**config.mk**
```make
export PLATFORM = sky130hd
export DESIGN_NAME = ringmgr_gcfg
export DESIGN_NICKNAME = d
export VERILOG_FILES = /design/src/rtl/gcfg_pkg.sv /design/src/rtl/gcfg_regs.sv /design/src/rtl/gcfg_errlog.sv /design/src/rtl/ringmgr_gcfg.sv
export SDC_FILE = /design/constraint.sdc
export NUM_CORES = 1
export LEC_CHECK = 0
export ABC_AREA = 1
export BUFFER_PORTS_ARGS = -buffer_cell sky130_fd_sc_hd__buf_2
export CAP_MARGIN = 20
export CORE_MARGIN = 10
export CORE_UTILIZATION = 50
export DETAILED_ROUTE_END_ITERATION = 8
export GPL_ROUTABILITY_DRIVEN = 0
export HOLD_SLACK_MARGIN = 0.15
export PLACE_DENSITY = 0.77
export SLEW_MARGIN = 20
export SYNTH_ARGS = -nofsm -noshare
export SYNTH_HDL_FRONTEND = slang
export SYNTH_HIERARCHICAL = 1
export SYNTH_SLANG_ARGS = --single-unit
```
**constraint.sdc**
```tcl
create_clock -name clk -period 1.1 [get_ports clk]
set_input_delay 0.11 -clock clk [delete_from_list [all_inputs] [get_ports clk]]
set_output_delay 0.11 -clock clk [all_outputs]
set_load 0.05 [all_outputs]
```
**src/rtl/gcfg_pkg.sv**
```systemverilog
package gcfg_pkg;
  localparam int unsigned DATA_W = 32;

  // Byte offsets used by the request decoder.
  localparam logic [7:0] OFS_REV   = 8'h00;
  localparam logic [7:0] OFS_TRACE = 8'h10;
  localparam logic [7:0] OFS_OVF   = 8'h20;
  localparam logic [7:0] OFS_EVT   = 8'h40;
  localparam logic [7:0] OFS_LOG   = 8'h44;

  // Bit positions of the trace flags inside the trace word.
  localparam int unsigned TR_EN_BIT  = 31;
  localparam int unsigned TR_ALL_BIT = 30;
  localparam int unsigned TR_MSG_BIT = 29;
  localparam int unsigned LOG_PUSH_BIT = 31;

  typedef struct packed {
    logic en;
    logic all_q;
    logic msg;
  } trace_flags_t;
endpackage

```
**src/rtl/gcfg_regs.sv**
```systemverilog
module gcfg_regs
  import gcfg_pkg::*;
#(
  parameter int unsigned QW = 16,
  parameter logic [QW-1:0] EVT_RESET = '1
) (
  input  logic              clk,
  input  logic              rst_n,
  input  logic              wr_trace,
  input  logic              wr_ovf,
  input  logic              wr_evt,
  input  logic [DATA_W-1:0] wdata,
  output trace_flags_t      trace_flags,
  output logic [QW-1:0]     trace_q,
  output logic [QW-1:0]     ovf_q,
  output logic [QW-1:0]     evt_cfg
);
  trace_flags_t  flags_d;
  logic [QW-1:0] trace_q_d, ovf_q_d, evt_cfg_d;

  always_comb begin
    flags_d   = trace_flags;
    trace_q_d = trace_q;
    ovf_q_d   = ovf_q;
    evt_cfg_d = evt_cfg;
    if (wr_trace) begin
      flags_d.en    = wdata[TR_EN_BIT];
      flags_d.all_q = wdata[TR_ALL_BIT];
      flags_d.msg   = wdata[TR_MSG_BIT];
      trace_q_d     = wdata[QW-1:0];
    end
    if (wr_ovf) ovf_q_d   = wdata[QW-1:0];
    if (wr_evt) evt_cfg_d = wdata[QW-1:0];
  end

  always_ff @(posedge clk or negedge rst_n) begin
    if (!rst_n) begin
      trace_flags <= '0;
      trace_q     <= '0;
      ovf_q       <= '0;
      evt_cfg     <= EVT_RESET;
    end else begin
      if (wr_trace) begin
        trace_flags <= flags_d;
        trace_q     <= trace_q_d;
      end
      if (wr_ovf) ovf_q   <= ovf_q_d;
      if (wr_evt) evt_cfg <= evt_cfg_d;
    end
  end

  // overflow queue only moves on its own write strobe
  a_r4_ovf_hold: assert property (@(posedge clk) disable iff (!rst_n)
    !wr_ovf |=> $stable(ovf_q));
endmodule

```
**src/rtl/gcfg_errlog.sv**
```systemverilog
module gcfg_errlog #(
  parameter int unsigned QW = 16
) (
  input  logic          clk,
  input  logic          rst_n,
  input  logic          err_valid,
  input  logic          err_push,
  input  logic [QW-1:0] err_queue,
  input  logic          clear_rd,
  input  logic [QW-1:0] evt_cfg,
  output logic          pending,
  output logic          log_push,
  output logic [QW-1:0] log_queue,
  output logic          evt_valid,
  output logic [QW-1:0] evt_num
);
  logic capture;
  logic pending_d;

  always_comb begin
    capture   = err_valid && (!pending || clear_rd);
    pending_d = pending;
    if (capture)       pending_d = 1'b1;
    else if (clear_rd) pending_d = 1'b0;
  end

  always_ff @(posedge clk or negedge rst_n) begin
    if (!rst_n) begin
      pending   <= 1'b0;
      log_push  <= 1'b0;
      log_queue <= '0;
      evt_valid <= 1'b0;
      evt_num   <= '0;
    end else begin
      pending   <= pending_d;
      evt_valid <= capture;
      if (capture) begin
        log_push  <= err_push;
        log_queue <= err_queue;
        evt_num   <= evt_cfg;
      end
    end
  end

  a_r8_capture: assert property (@(posedge clk) disable iff (!rst_n)
    (err_valid && !pending) |=> (pending && evt_valid));
  a_r9_evt_pending: assert property (@(posedge clk) disable iff (!rst_n)
    evt_valid |-> pending);
  a_r10_drop_while_pending: assert property (@(posedge clk) disable iff (!rst_n)
    (pending && !clear_rd) |=> (pending && !evt_valid && $stable(log_queue) && $stable(log_push)));
  a_r11_clear_keeps_log: assert property (@(posedge clk) disable iff (!rst_n)
    (pending && clear_rd && !err_valid) |=> (!pending && $stable(log_queue) && $stable(log_push)));
  a_r12_same_cycle: assert property (@(posedge clk) disable iff (!rst_n)
    (pending && clear_rd && err_valid) |=> (pending && evt_valid));
endmodule

```
**src/rtl/ringmgr_gcfg.sv**
```systemverilog
module ringmgr_gcfg
  import gcfg_pkg::*;
#(
  parameter int unsigned ADDR_W  = 8,
  parameter int unsigned QW      = 16,
  parameter logic [15:0] MOD_ID  = 16'h663C,
  parameter logic [4:0]  REV_RTL = 5'h13,
  parameter logic [2:0]  REV_MAJ = 3'h1,
  parameter logic [1:0]  REV_CUS = 2'h0,
  parameter logic [5:0]  REV_MIN = 6'h0
) (
  input  logic              clk,
  input  logic              rst_n,
  input  logic              req_valid,
  input  logic              req_sel,
  input  logic              req_write,
  input  logic [ADDR_W-1:0] req_addr,
  input  logic [DATA_W-1:0] req_wdata,
  output logic              rsp_valid,
  output logic [DATA_W-1:0] rsp_rdata,
  output logic              trace_en,
  output logic              trace_all,
  output logic              trace_msg,
  output logic [QW-1:0]     trace_queue,
  output logic [QW-1:0]     ovf_queue,
  input  logic              err_valid,
  input  logic              err_push,
  input  logic [QW-1:0]     err_queue,
  output logic              err_pending,
  output logic              evt_valid,
  output logic [QW-1:0]     evt_num
);
  localparam logic [DATA_W-1:0] REV_WORD = {MOD_ID, REV_RTL, REV_MAJ, REV_CUS, REV_MIN};

  logic              acc, rd, wr;
  logic              hit_rev, hit_trace, hit_ovf, hit_evt, hit_log;
  logic [DATA_W-1:0] rdata_d;
  trace_flags_t      flags;
  logic [QW-1:0]     evt_cfg, log_queue;
  logic              log_push;

  always_comb begin
    acc       = req_valid && !req_sel;
    rd        = acc && !req_write;
    wr        = acc && req_write;
    hit_rev   = (req_addr == ADDR_W'(OFS_REV));
    hit_trace = (req_addr == ADDR_W'(OFS_TRACE));
    hit_ovf   = (req_addr == ADDR_W'(OFS_OVF));
    hit_evt   = (req_addr == ADDR_W'(OFS_EVT));
    hit_log   = (req_addr == ADDR_W'(OFS_LOG));
  end

  gcfg_regs #(.QW(QW)) u_regs (
    .clk        (clk),
    .rst_n      (rst_n),
    .wr_trace   (wr && hit_trace),
    .wr_ovf     (wr && hit_ovf),
    .wr_evt     (wr && hit_evt),
    .wdata      (req_wdata),
    .trace_flags(flags),
    .trace_q    (trace_queue),
    .ovf_q      (ovf_queue),
    .evt_cfg    (evt_cfg)
  );

  gcfg_errlog #(.QW(QW)) u_errlog (
    .clk      (clk),
    .rst_n    (rst_n),
    .err_valid(err_valid),
    .err_push (err_push),
    .err_queue(err_queue),
    .clear_rd (rd && hit_log),
    .evt_cfg  (evt_cfg),
    .pending  (err_pending),
    .log_push (log_push),
    .log_queue(log_queue),
    .evt_valid(evt_valid),
    .evt_num  (evt_num)
  );

  always_comb begin
    trace_en  = flags.en;
    trace_all = flags.all_q;
    trace_msg = flags.msg;
    rdata_d   = '0;
    if (hit_rev) rdata_d = REV_WORD;
    if (hit_trace) begin
      rdata_d              = DATA_W'(trace_queue);
      rdata_d[TR_EN_BIT]   = flags.en;
      rdata_d[TR_ALL_BIT]  = flags.all_q;
      rdata_d[TR_MSG_BIT]  = flags.msg;
    end
    if (hit_ovf) rdata_d = DATA_W'(ovf_queue);
    if (hit_evt) rdata_d = DATA_W'(evt_cfg);
    if (hit_log) begin
      rdata_d               = DATA_W'(log_queue);
      rdata_d[LOG_PUSH_BIT] = log_push;
    end
  end

  always_ff @(posedge clk or negedge rst_n) begin
    if (!rst_n) begin
      rsp_valid <= 1'b0;
      rsp_rdata <= '0;
    end else begin
      rsp_valid <= acc;
      if (rd) rsp_rdata <= rdata_d;
      else if (acc) rsp_rdata <= '0;
    end
  end

  a_r6_rsp_after_req: assert property (@(posedge clk) disable iff (!rst_n)
    acc |=> rsp_valid);
  a_r1_no_rsp_unselected: assert property (@(posedge clk) disable iff (!rst_n)
    !(req_valid && !req_sel) |=> !rsp_valid);
  a_r1_cfg_hold_unselected: assert property (@(posedge clk) disable iff (!rst_n)
    (req_valid && req_sel) |=> ($stable(trace_queue) && $stable(evt_cfg)));
endmodule

```
### Word-level counts from Yosys, hierarchy flattened

Cells that the tools add are included.

| operators by class | value |
|---|---|
| reductions and logical operators | 15 |
| equal/unequal tests | 4 |
| multiplexer cells | 9 |

Operator list:

| operator | number |
|---|---|
| $mux 32 | 6 |
| $mux 31 | 1 |
| $eq 8x7->1 const B | 2 |
| $eq 8x5->1 const B | 1 |
| $eq 8x6->1 const B | 1 |
| $logic_and 1x1->1 | 8 |
| $logic_not 8->1 | 1 |
| $reduce_bool 2->1 | 2 |
| $logic_not 1->1 | 3 |
| $mux 1 | 2 |
| $logic_or 1x1->1 | 1 |

| storage, ports and cells | value |
|---|---|
| flip-flop bits (word level) | 119 |
| output and inout bits | 86 |
| word-level logic and storage cells | 41 |
| bits of input ports | 63 |

### Depth between registers and ports, before layout

Gate-level depths: netlist of run 1.

| depth | value |
|---|---|
| depth after elaboration | 7 |
| depth in mapped cells | 12 |
| mapped depth without buffers | 10 |

### Cells and area by module

Netlist of run 1, hierarchy kept.

By module, submodules not included:

| module | cells each | area each (um^2) | times used |
|---|---|---|---|
| gcfg_regs | 216 | 2004.4 | 1 |
| ringmgr_gcfg | 277 | 1864.3 | 1 |
| gcfg_errlog | 149 | 1417.6 | 1 |

### Worst setup path after synthesis of run 1

Ideal clock, no wire load.

| path | value |
|---|---|
| path type | input -> register |
| start point | input req_sel |
| end point | register u_regs.trace_q[10] |
| library setup time | 0.119 ns |
| cell stages on the path | 9 |
| path slack | -0.319 ns |
| path buffers | 1 |
| required time | 0.981 ns |
| arrival time | 1.299 ns |
| cell sequence | inv_1 -> nand2_2 -> clkinv_1 -> nand2_1 -> nor4_1 -> inv_2 -> buf_6 -> nand2_1 -> nand2_1 |

| on the way | value |
|---|---|
| longest elaborated chain between the ends | 4 |

Ends and longest elaborated chain:

| element | RTL line | RTL |
|---|---|---|
| from (decl) | ringmgr_gcfg.sv:15 | `input logic req_sel,` |
| $logic_not 1->1 | ringmgr_gcfg.sv:43 | `acc = req_valid && !req_sel;` |
| $logic_and 1x1->1 | ringmgr_gcfg.sv:43 |  |
| $logic_and 1x1->1 | ringmgr_gcfg.sv:45 | `wr = acc && req_write;` |
| $logic_and 1x1->1 | ringmgr_gcfg.sv:56 | `.wr_trace (wr && hit_trace),` |
| to (signal assigned) | gcfg_regs.sv:45 | `trace_q <= trace_q_d;` |
| to (decl) | gcfg_regs.sv:14 | `output logic [QW-1:0] trace_q,` |

No other way between the ends.
A chain may end at the register's enable or synchronous reset.

### Final worst setup path of run 1

| path | value |
|---|---|
| start point | register u_regs.trace_q[15] |
| end point | output trace_queue[15] |

RTL lines:

| element | RTL line | RTL |
|---|---|---|
| to (decl) | ringmgr_gcfg.sv:24 | `output logic [QW-1:0] trace_queue,` |

No word-level cell between the ends.

==> reports/metrics.yaml, run 1 <==
cpPeakStageDelay_ns: 0.43
cts.sinks: 107
crit_slowest_cell: "dfrtp_2"
dieArea_um2: 15100
vdd_drop_max_v: 0.000862
hold_viol: 0
cts_buffer_depth: 2
period_needed_ns: 1.18
die_w_um: 123
seq_area_um2: 2710
holdPathStages: 5
crit_chain: "buf_6 -> buf_8"
placed_area_um2: 6330
dr.pass1.iters: 5
path_class: "reg -> out"
synth_cell_types: 31
finalHoldWorstSlack_ns: 0.200
syn_area_um2: 5290
cp.required_ns: 0.99
io_pins: 149
pre_cts_ws_ns: -0.280
cts-root-buf: "clkbuf_8"
drv_slew: 0
routedWlPerCell_um: 17.5
syn_to_final_growth_pct: 46.5
wl_um: 17400
rr_worst_depth: 5
antenna_found_initial: 0
placedCellCount: 907
synth_area_leaders: "dfrtp_1, nand2_1, dfstp_2, nand3_1, nor2_1"
hp-class: "in -> reg"
r2r_slack_ns: 0.01
synth_top_cell_area_share: 0.431
initialDrtViolationCount: 459
track_usage: 0.228
min-delay-start: "req_valid"
cts_tree: "built"
final.period_utilization: 1.07
vias_per_cell: 5.26
leakagePower_nw: 4.16
vias: 5242
fillers: 701
critPathCaptureType: "primary output"
yosysWarnings: 6
setup_viol: 12
overflow: 0
drc: 0
ys_ff_latch: 107
grt_pass1_wl_um: 27300
path_buf_inv: 2
post-route-cell-area_um2: 7750
cts-htree-levels: 3
clk_pin_slew_ns: 0.11
seq_area_frac_synth: 0.510
fmax_mhz: 846
diodes: 0
layout.nets: 919
skew_ns: 0.0125
core.rowCount: 37
clk_latency_ns: 0.39
grt_start_max_net_pins: 49
stdcell_count: 997
outcome: "finished with violations"
ant_nets: 0
portBuffers: 128
grt_pass1_vias: 5361
setup_ws_ns: -0.0815
worstReg2RegStart: "u_regs/trace_q[11]"
path_delay_family: "flip-flops"
syn_inst: 642
arrival_ns: 1.07
yosys.area.top_type: "dfrtp_1"
dp_hpwl_um: 11700
drive_gt1_frac: 0.362
worstReg2RegEnd: "rsp_rdata[11]"
core_area_um2: 10300
power.density_nw_per_um2: 1150
grt_setup_unrepaired: "true"
violations: "negative setup slack"
hold-path-endpoint: "rsp_rdata[29]"
die_h_um: 123
start_kind: "flip-flop"
start_util: 0.512
crit_fanout: 2
multiInputGateArea_um2: 2270
max_cap_viol_count: 0
cts_inserted_buffers: 9
synth_area_per_cell_um2: 8.23
[worst reg2reg max path, cell delays in order (launching register included)]
cell and delay (ns):
dfrtp_2 0.45, or2_4 0.23, nand3_2 0.06, nand3_2 0.10, nand2_2 0.10, a21oi_2 0.05
[flip-flops by register name, indices dropped and copies added (netlist names)]
signal              cells
u_errlog/log_push       1
u_regs/ovf_q           16
rsp_rdata              20
u_errlog/log_queue     16
u_errlog/evt_num       16
rsp_valid               1
u_errlog/evt_valid      1
u_regs/trace_flags      3
u_regs/trace_q         16
u_regs/evt_cfg         16
u_errlog/pending        1
[through the flow]
| stage | util | power [mW] | setup TNS [ns] |
|---|---|---|---|
| 2_1_floorplan | - | 5.57 | -4.55 |
| 3_3_place_gp | 0.613 | 6.08 | -17.75 |
| 3_5_place_dp | 0.613 | 6.13 | -21.16 |
| 4_1_cts | 0.727 | 8.87 | -0.690 |
| 5_1_grt | 0.750 | 9.29 | -1.52 |
| 6_report | 0.750 | 8.90 | -0.697 |
[report_power, final]
group	switching, mW	leakage (nW)	internal, mW
logic	1.19	2.69	0.708
registers	0.214	1.36	4.27
clock network	1.39	0.103	1.13
[logic make-up (layout without fill, tap and decap cells)]
kind of cell	after synthesis	after routing	share of synthesized area
other	1	7	0.000709
flip-flops	107	107	0.510
AND/OR/NAND/NOR	434	435	0.359
buffers and inverters	78	290	0.0996
AO/OA/AOI/OAI	22	22	0.0303
[timing repair]
action	in CTS	in global routing
setup endpoints to repair	81	74
gates resized for setup	131	45
buffers inserted	25	10
gates cloned	0	1
pin swaps	6	4
hold endpoints to repair	175	0
hold buffers	38	0
[synth_stat cells]
cell type and count:
nor2_4 2, clkbuf_1 1, nand2_8 1, inv_1 26, o21ai_0 3, buf_12 1, clkinv_1 2, nor3_2 1
nor2_1 83, nand3_1 83, dfrtp_1 91, o21ai_1 1, buf_6 16, inv_6 2, nor2_8 3, a21oi_1 5
buf_2 4, nand2_4 4, a21oi_2 11, nand2_2 7, a22o_1 1, a32o_1 1, or2_2 4, nor2_2 1
nand2_1 242, nand3_4 1, inv_2 4, nor4_1 2, conb_1 1, dfstp_2 16, buf_4 22
[final cells by class]
cell class                 count  area share
clock buffer                  10      0.0178
sequential                   107       0.349
clock inverter                 6     0.00937
tap                          136      0.0220
multi-input combinational    464       0.293
timing repair buffer         240       0.280
inverter                      34      0.0288
[how the worst max path moves through the flow]
stage,start,endpoint,cells after the start
floorplan,req_sel,u_errlog/evt_num[0],12
global placement,req_addr[2],u_regs/ovf_q[6],10
detailed placement,req_addr[2],u_regs/ovf_q[8],10
CTS,u_regs/trace_q[15],trace_queue[15],2
global route,u_regs/trace_q[15],trace_queue[15],2
finish,u_regs/trace_q[15],trace_queue[15],2
[cell usage in the layout, fill, tap and decap left out, drive strengths merged]
master,synthesis,final
nand2,254,255
buf,43,200
dfrtp,91,91
nor2,89,89
nand3,84,84
dlygate4sd3,0,38
inv,32,33
dfstp,16,16
a21oi,16,16
clkbuf,1,12
conb,1,7
clkinv,2,5
or2,4,4
o21ai,4,4
nor4,2,2
a32o,1,1
nor3,1,1
a22o,1,1
bufinv,0,1
clkinvlp,0,1
[routing by layer]
metal	global-route usage	share of wire
met1	0.271	0.37
met4	0.0935	0.028
met3	0.0680	0.10
met5	0	0
met2	0.378	0.50
Power figures use the tool's default switching activity.
==> run 2, diff against run 1 <==
Settings changed: RECOVER_POWER set to 100.
==> reports/metrics.yaml, run 2 (synthesis results as in run 1) <==
cts-root-buf: "clkbuf_8"
outcome: "finished with violations"
period_needed_ns: 1.18  # +0.000604 ns
crit_fanout: 2  # unchanged
largest_reg_flops: 20  # unchanged
grt_pass1_wl_um: 27300  # unchanged
grt_pass1_vias: 5361  # unchanged
syn_to_final_growth_pct: 45.1
clk_latency_ns: 0.38  # about the same
clk_pin_slew_ns: 0.11  # about the same
drive_gt1_frac: 0.355  # -0.00697
critPathCaptureType: "primary output"
hold_viol: 0  # unchanged
start_util: 0.512  # unchanged
skew_ns: 0.0103  # -0.00226 ns
dieArea_um2: 15100  # unchanged
start_kind: "flip-flop"
ant_nets: 0  # unchanged
holdPathStages: 3  # -2
die_h_um: 123  # unchanged
worstReg2RegEnd: "u_errlog/log_queue[8]"
slew_headroom: 0.541
core.rowCount: 37  # unchanged
portBuffers: 128  # unchanged
fmax_mhz: 846  # about the same
vias_per_cell: 5.32  # +1.1%
track_usage: 0.228  # unchanged
initialDrtViolationCount: 420  # -8.5%
cts_tree: "built"
r2r_slack_ns: -0.03  # -0.04 ns
tns_ns: -0.758  # -0.0607 ns
cts.sinks: 107  # unchanged
cp.required_ns: 0.99  # about the same
io_pins: 149  # unchanged
routedWlPerCell_um: 17.5  # about the same
grt_setup_unrepaired: "true"
final_cell_mix: "nand2_1, dfrtp_1, nor2_1"
arrival_ns: 1.07  # about the same
setup_ws_ns: -0.0821  # -0.000604 ns
top_register: "rsp_rdata"
dp_hpwl_um: 11700  # unchanged
core_area_um2: 10300  # unchanged
overflow: 0  # unchanged
die_w_um: 123  # unchanged
cts_buffer_depth: 2  # unchanged
diodes: 0  # unchanged
setup_viol: 17  # +5
rr_worst_depth: 4  # -1
vdd_drop_max_v: 0.000856  # -0.65%
dr.pass1.iters: 5  # unchanged
finalHoldWorstSlack_ns: 0.188  # -0.0119 ns
leakagePower_nw: 4.12  # -1.1%
antenna_found_initial: 0  # unchanged
violations: "negative setup slack"
worstReg2RegStart: "u_errlog/pending"
max_cap_viol_count: 0  # unchanged
final.period_utilization: 1.07  # about the same
min-delay-start: "err_valid"
drv_slew: 0  # unchanged
vias: 5302  # +1.1%
wl_um: 17400  # about the same
hp-class: "in -> reg"
final_core_util: 0.743  # -0.00727
cts_inserted_buffers: 9  # unchanged
path_class: "reg -> out"
cts-htree-levels: 3  # unchanged
worst_pin_slew_ns: 0.688
power.density_nw_per_um2: 1160  # +0.63%
drc: 0  # unchanged
grt_start_max_net_pins: 49  # unchanged
final_common_cell: "nand2_1"
hold-path-endpoint: "u_errlog/evt_valid"
layout.nets: 919  # unchanged
[run 2: repair_timing]
action,CTS,global route
hold buffers,38,0
resized for setup,131,45
endpoints found under the hold margin,175,0
gates cloned,0,1
endpoints found under the setup margin,81,74
pin swaps,6,4
buffers inserted,25,10
[run 2: report_power, final]
group / total, mW / switching (mW) / internal, mW
clock: 2.52 / 1.39 / 1.13
sequential: 4.48 / 0.215 / 4.27
combinational: 1.87 / 1.18 / 0.686
total: 8.87 / 2.78 / 6.09
[run 2: critical path, cell delays in order, from the launching register on]
cell,delay [ns]
dfrtp_2,0.43
buf_6,0.12
buf_8,0.14
[run 2: worst max path at each step]
stage                  startpoint                   to  slack (ns)  cells after the start
3_5_place_dp          req_addr[2]      u_regs/ovf_q[8]       -0.28                     10
4_1_cts        u_regs/trace_q[15]      trace_queue[15]       -0.08                      2
5_1_grt               req_addr[2]    u_regs/trace_q[7]       -0.12                      9
2_1_floorplan             req_sel  u_errlog/evt_num[0]       -0.12                     12
3_3_place_gp          req_addr[2]      u_regs/ovf_q[6]       -0.24                     10
6_report       u_regs/trace_q[15]      trace_queue[15]       -0.08                      2
[run 2: final cells by class]
cell class / instances / area (µm²)
Multi-Input combinational cell: 464 / 2250
Clock inverter: 6 / 72.6
Fill cell: 727 / 2650
Tap cell: 136 / 170
Sequential cell: 107 / 2710
Timing Repair Buffer: 240 / 2120
Clock buffer: 10 / 138
Inverter: 34 / 218
[run 2: routing by layer]
| metal | global-route usage | vias up | routed length [µm] |
|---|---|---|---|
| li1 | - | 2420 | - |
| met1 | 0.271 | 2589 | 6640 |
| met2 | 0.378 | 247 | 8690 |
| met3 | 0.0680 | 46 | 1610 |
| met4 | 0.0935 | 0 | 502 |
| met5 | 0 | - | 0 |
[run 2: metrics by stage]
stage	std cells	worst slack, ns	area [µm²]	power, mW
after floorplan	648	-0.116	5520	5.57
after global placement	907	-0.242	6330	6.08
after detailed placement	907	-0.280	6330	6.13
after CTS	986	-0.0827	7500	8.87
after global routing	997	-0.118	7670	9.26
final	997	-0.0821	7670	8.87
==> run 3, diff against run 2 <==
Settings changed: CELL_PAD_IN_SITES_DETAIL_PLACEMENT set to 0, CELL_PAD_IN_SITES_GLOBAL_PLACEMENT set to 1, CORE_UTILIZATION 50 to 38, PLACE_DENSITY 0.77 to unset, PLACE_DENSITY_LB_ADDON set to 0.1.
==> reports/metrics.yaml, run 3 (synthesis results as in run 1) <==
cts_buffer_depth: 2  # unchanged
grt_setup_unrepaired: "true"
start_kind: "flip-flop"
finalHoldWorstSlack_ns: 0.226  # +0.0374 ns
routedWlPerCell_um: 16.2  # -7.2%
slew_headroom: 0.550  # +0.00861
syn_to_final_growth_pct: 40.5
path_delay_family: "flip-flops"
top_register: "rsp_rdata"
comb_power_share: 0.183  # -0.028
grt_start_max_net_pins: 60  # +22%
critPathCaptureType: "primary output"
path_buf_inv: 2  # unchanged
fmax_mhz: 887  # +4.9%
worst_pin_slew_ns: 0.675  # -0.0129 ns
clk_pin_slew_ns: 0.07  # -0.04 ns
vdd_drop_max_v: 0.000646  # -25%
cp.required_ns: 0.99  # about the same
crit_chain: "buf_6 -> buf_8"
dieArea_um2: 19000  # +26%
cts_inserted_buffers: 9  # unchanged
grt_pass1_vias: 4694  # -12%
track_usage: 0.173  # -0.0552
final_core_util: 0.539  # -0.204
r2r_slack_ns: 0.03  # +0.06 ns
cts_tree: "built"
stdcell_count: 1006  # +0.90%
overflow: 0  # unchanged
cts.sinks: 107  # unchanged
vias: 4708  # -11%
final_cell_mix: "nand2_1, dfrtp_1, nor2_1"
die_h_um: 138  # +12%
initialDrtViolationCount: 244  # -42%
power_frac_clock: 0.346  # +0.062
setup_viol: 10  # -7
rr_worst_depth: 5  # +1
wl_um: 16300  # -6.4%
dp_hpwl_um: 12200  # +3.6%
core.rowCount: 43  # +16%
skew_ns: 0.00550  # -0.00476 ns
worstReg2RegStart: "u_regs/trace_q[12]"
drv_slew: 0  # unchanged
path_depth: 2  # unchanged
violations: "negative setup slack"
path_class: "reg -> out"
leakagePower_nw: 3.97  # -3.6%
antenna_found_initial: 0  # unchanged
final.period_utilization: 1.02  # -0.0503
switching_share: 0.294  # -0.0203
drc: 0  # unchanged
vias_per_cell: 4.68  # -12%
cp-endpoint: "trace_queue[12]"
drive_gt1_frac: 0.326  # -0.0297
worstReg2RegEnd: "rsp_rdata[12]"
power.density_nw_per_um2: 1280  # +11%
cts-root-buf: "clkbuf_16"
placedCellCount: 949  # +4.6%
final_common_cell: "nand2_1"
clk_latency_ns: 0.35  # -0.03 ns
crit_fanout: 2  # unchanged
setup_ws_ns: -0.0268  # +0.0553 ns
fillers: 1334  # +83%
crit_path_start: "u_regs/trace_q[12]"
intPower_mw: 6.73  # +11%
start_util: 0.384  # -0.128
diodes: 0  # unchanged
outcome: "finished with violations"
hp-class: "in -> reg"
die_w_um: 138  # +12%
power_switching_mw: 2.80  # +0.46%
cts-htree-levels: 3  # unchanged
hold_viol: 0  # unchanged
ant_nets: 0  # unchanged
arrival_ns: 1.02  # -0.05 ns
io_pins: 149  # unchanged
dr.pass1.iters: 4  # -1
max_cap_viol_count: 0  # unchanged
crit_slowest_cell: "dfrtp_2"
cpPeakStageDelay_ns: 0.41  # -0.02 ns
seq_power_share: 0.471  # -0.034
grt_pass1_wl_um: 25500  # -6.4%
largest_reg_flops: 20  # unchanged
core_area_um2: 13800  # +33%
layout.nets: 884  # -3.8%
period_needed_ns: 1.13  # -0.0553 ns
portBuffers: 128  # unchanged
## run 3: cell count changes in the layout (fill, tap and decap cells not counted), moves of 2 or more
cell	before	now
nand2_2	10	6
nand3_2	9	7
clkbuf_8	10	1
buf_2	47	51
clkbuf_16	0	9
clkbuf_2	3	1
nand2_1	234	237
clkbuf_4	8	18
buf_6	68	25
buf_12	6	8
## run 3: worst min path at each step
stage,start,end,cells after the start
floorplan,rst_n,rsp_rdata[0],0
global placement,rst_n,u_regs/trace_flags[0],2
detailed placement,rst_n,u_regs/trace_flags[0],2
CTS,req_addr[4],rsp_rdata[30],4
global route,req_addr[4],rsp_rdata[30],4
finish,req_addr[4],rsp_rdata[30],4
## run 3: timing repair
action | in CTS | in global routing
hold endpoints to repair | 176 | 0
resized for setup | 89 | 41
setup endpoints to repair | 62 | 76
hold buffers | 38 | 0
pin swaps | 7 | 3
buffers inserted | 0 | 2
gates cloned | 0 | 1
## run 3: routing by layer
| layer | part of all wire | track usage | routed length, µm | vias up |
|---|---|---|---|---|
| met5 | 0 | 0 | 0 | - |
| met4 | 0.0089 | 0.0469 | 146 | 0 |
| met3 | 0.058 | 0.0326 | 953 | 9 |
| met2 | 0.52 | 0.296 | 8480 | 109 |
| met1 | 0.41 | 0.217 | 6750 | 2248 |
| li1 | - | - | - | 2342 |
## run 3: through the flow
| step | setup WS (ns) | power [mW] | setup TNS [ns] | cell area, µm² |
|---|---|---|---|---|
| 6_report | -0.0268 | 9.53 | -0.183 | 7430 |
| 5_1_grt | -0.0643 | 9.97 | -2.54 | 7430 |
| 4_1_cts | -0.0532 | 9.64 | -0.332 | 7340 |
| 3_5_place_dp | -0.306 | 6.16 | -22.03 | 6400 |
| 3_3_place_gp | -0.265 | 6.13 | -20.38 | 6400 |
| 2_1_floorplan | -0.116 | 5.57 | -4.55 | 5520 |
## run 3: cell type report
cell class / instances / area, µm² / share of cell area
Clock inverter: 3 / 47.5 / 0.00640
Tap cell: 180 / 225 / 0.0303
Multi-Input combinational cell: 463 / 2240 / 0.302
Clock buffer: 13 / 250 / 0.0337
Sequential cell: 107 / 2710 / 0.364
Inverter: 34 / 220 / 0.0296
Timing Repair Buffer: 206 / 1740 / 0.234
## run 3: worst min-delay path, delay by kind of cell
family	cells	cell delay (ns)
AO/OA/AOI/OAI	2	0.19
buffers and inverters	2	0.23
## run 3: power by group through the flow
stage	Combinational, mW	Clock (mW)	Sequential [mW]
global route	1.92	3.53	4.52
floorplan	0.710	0	4.86
CTS	1.77	3.38	4.49
finish	1.75	3.30	4.48
global placement	1.59	0	4.54
detailed placement	1.61	0	4.56
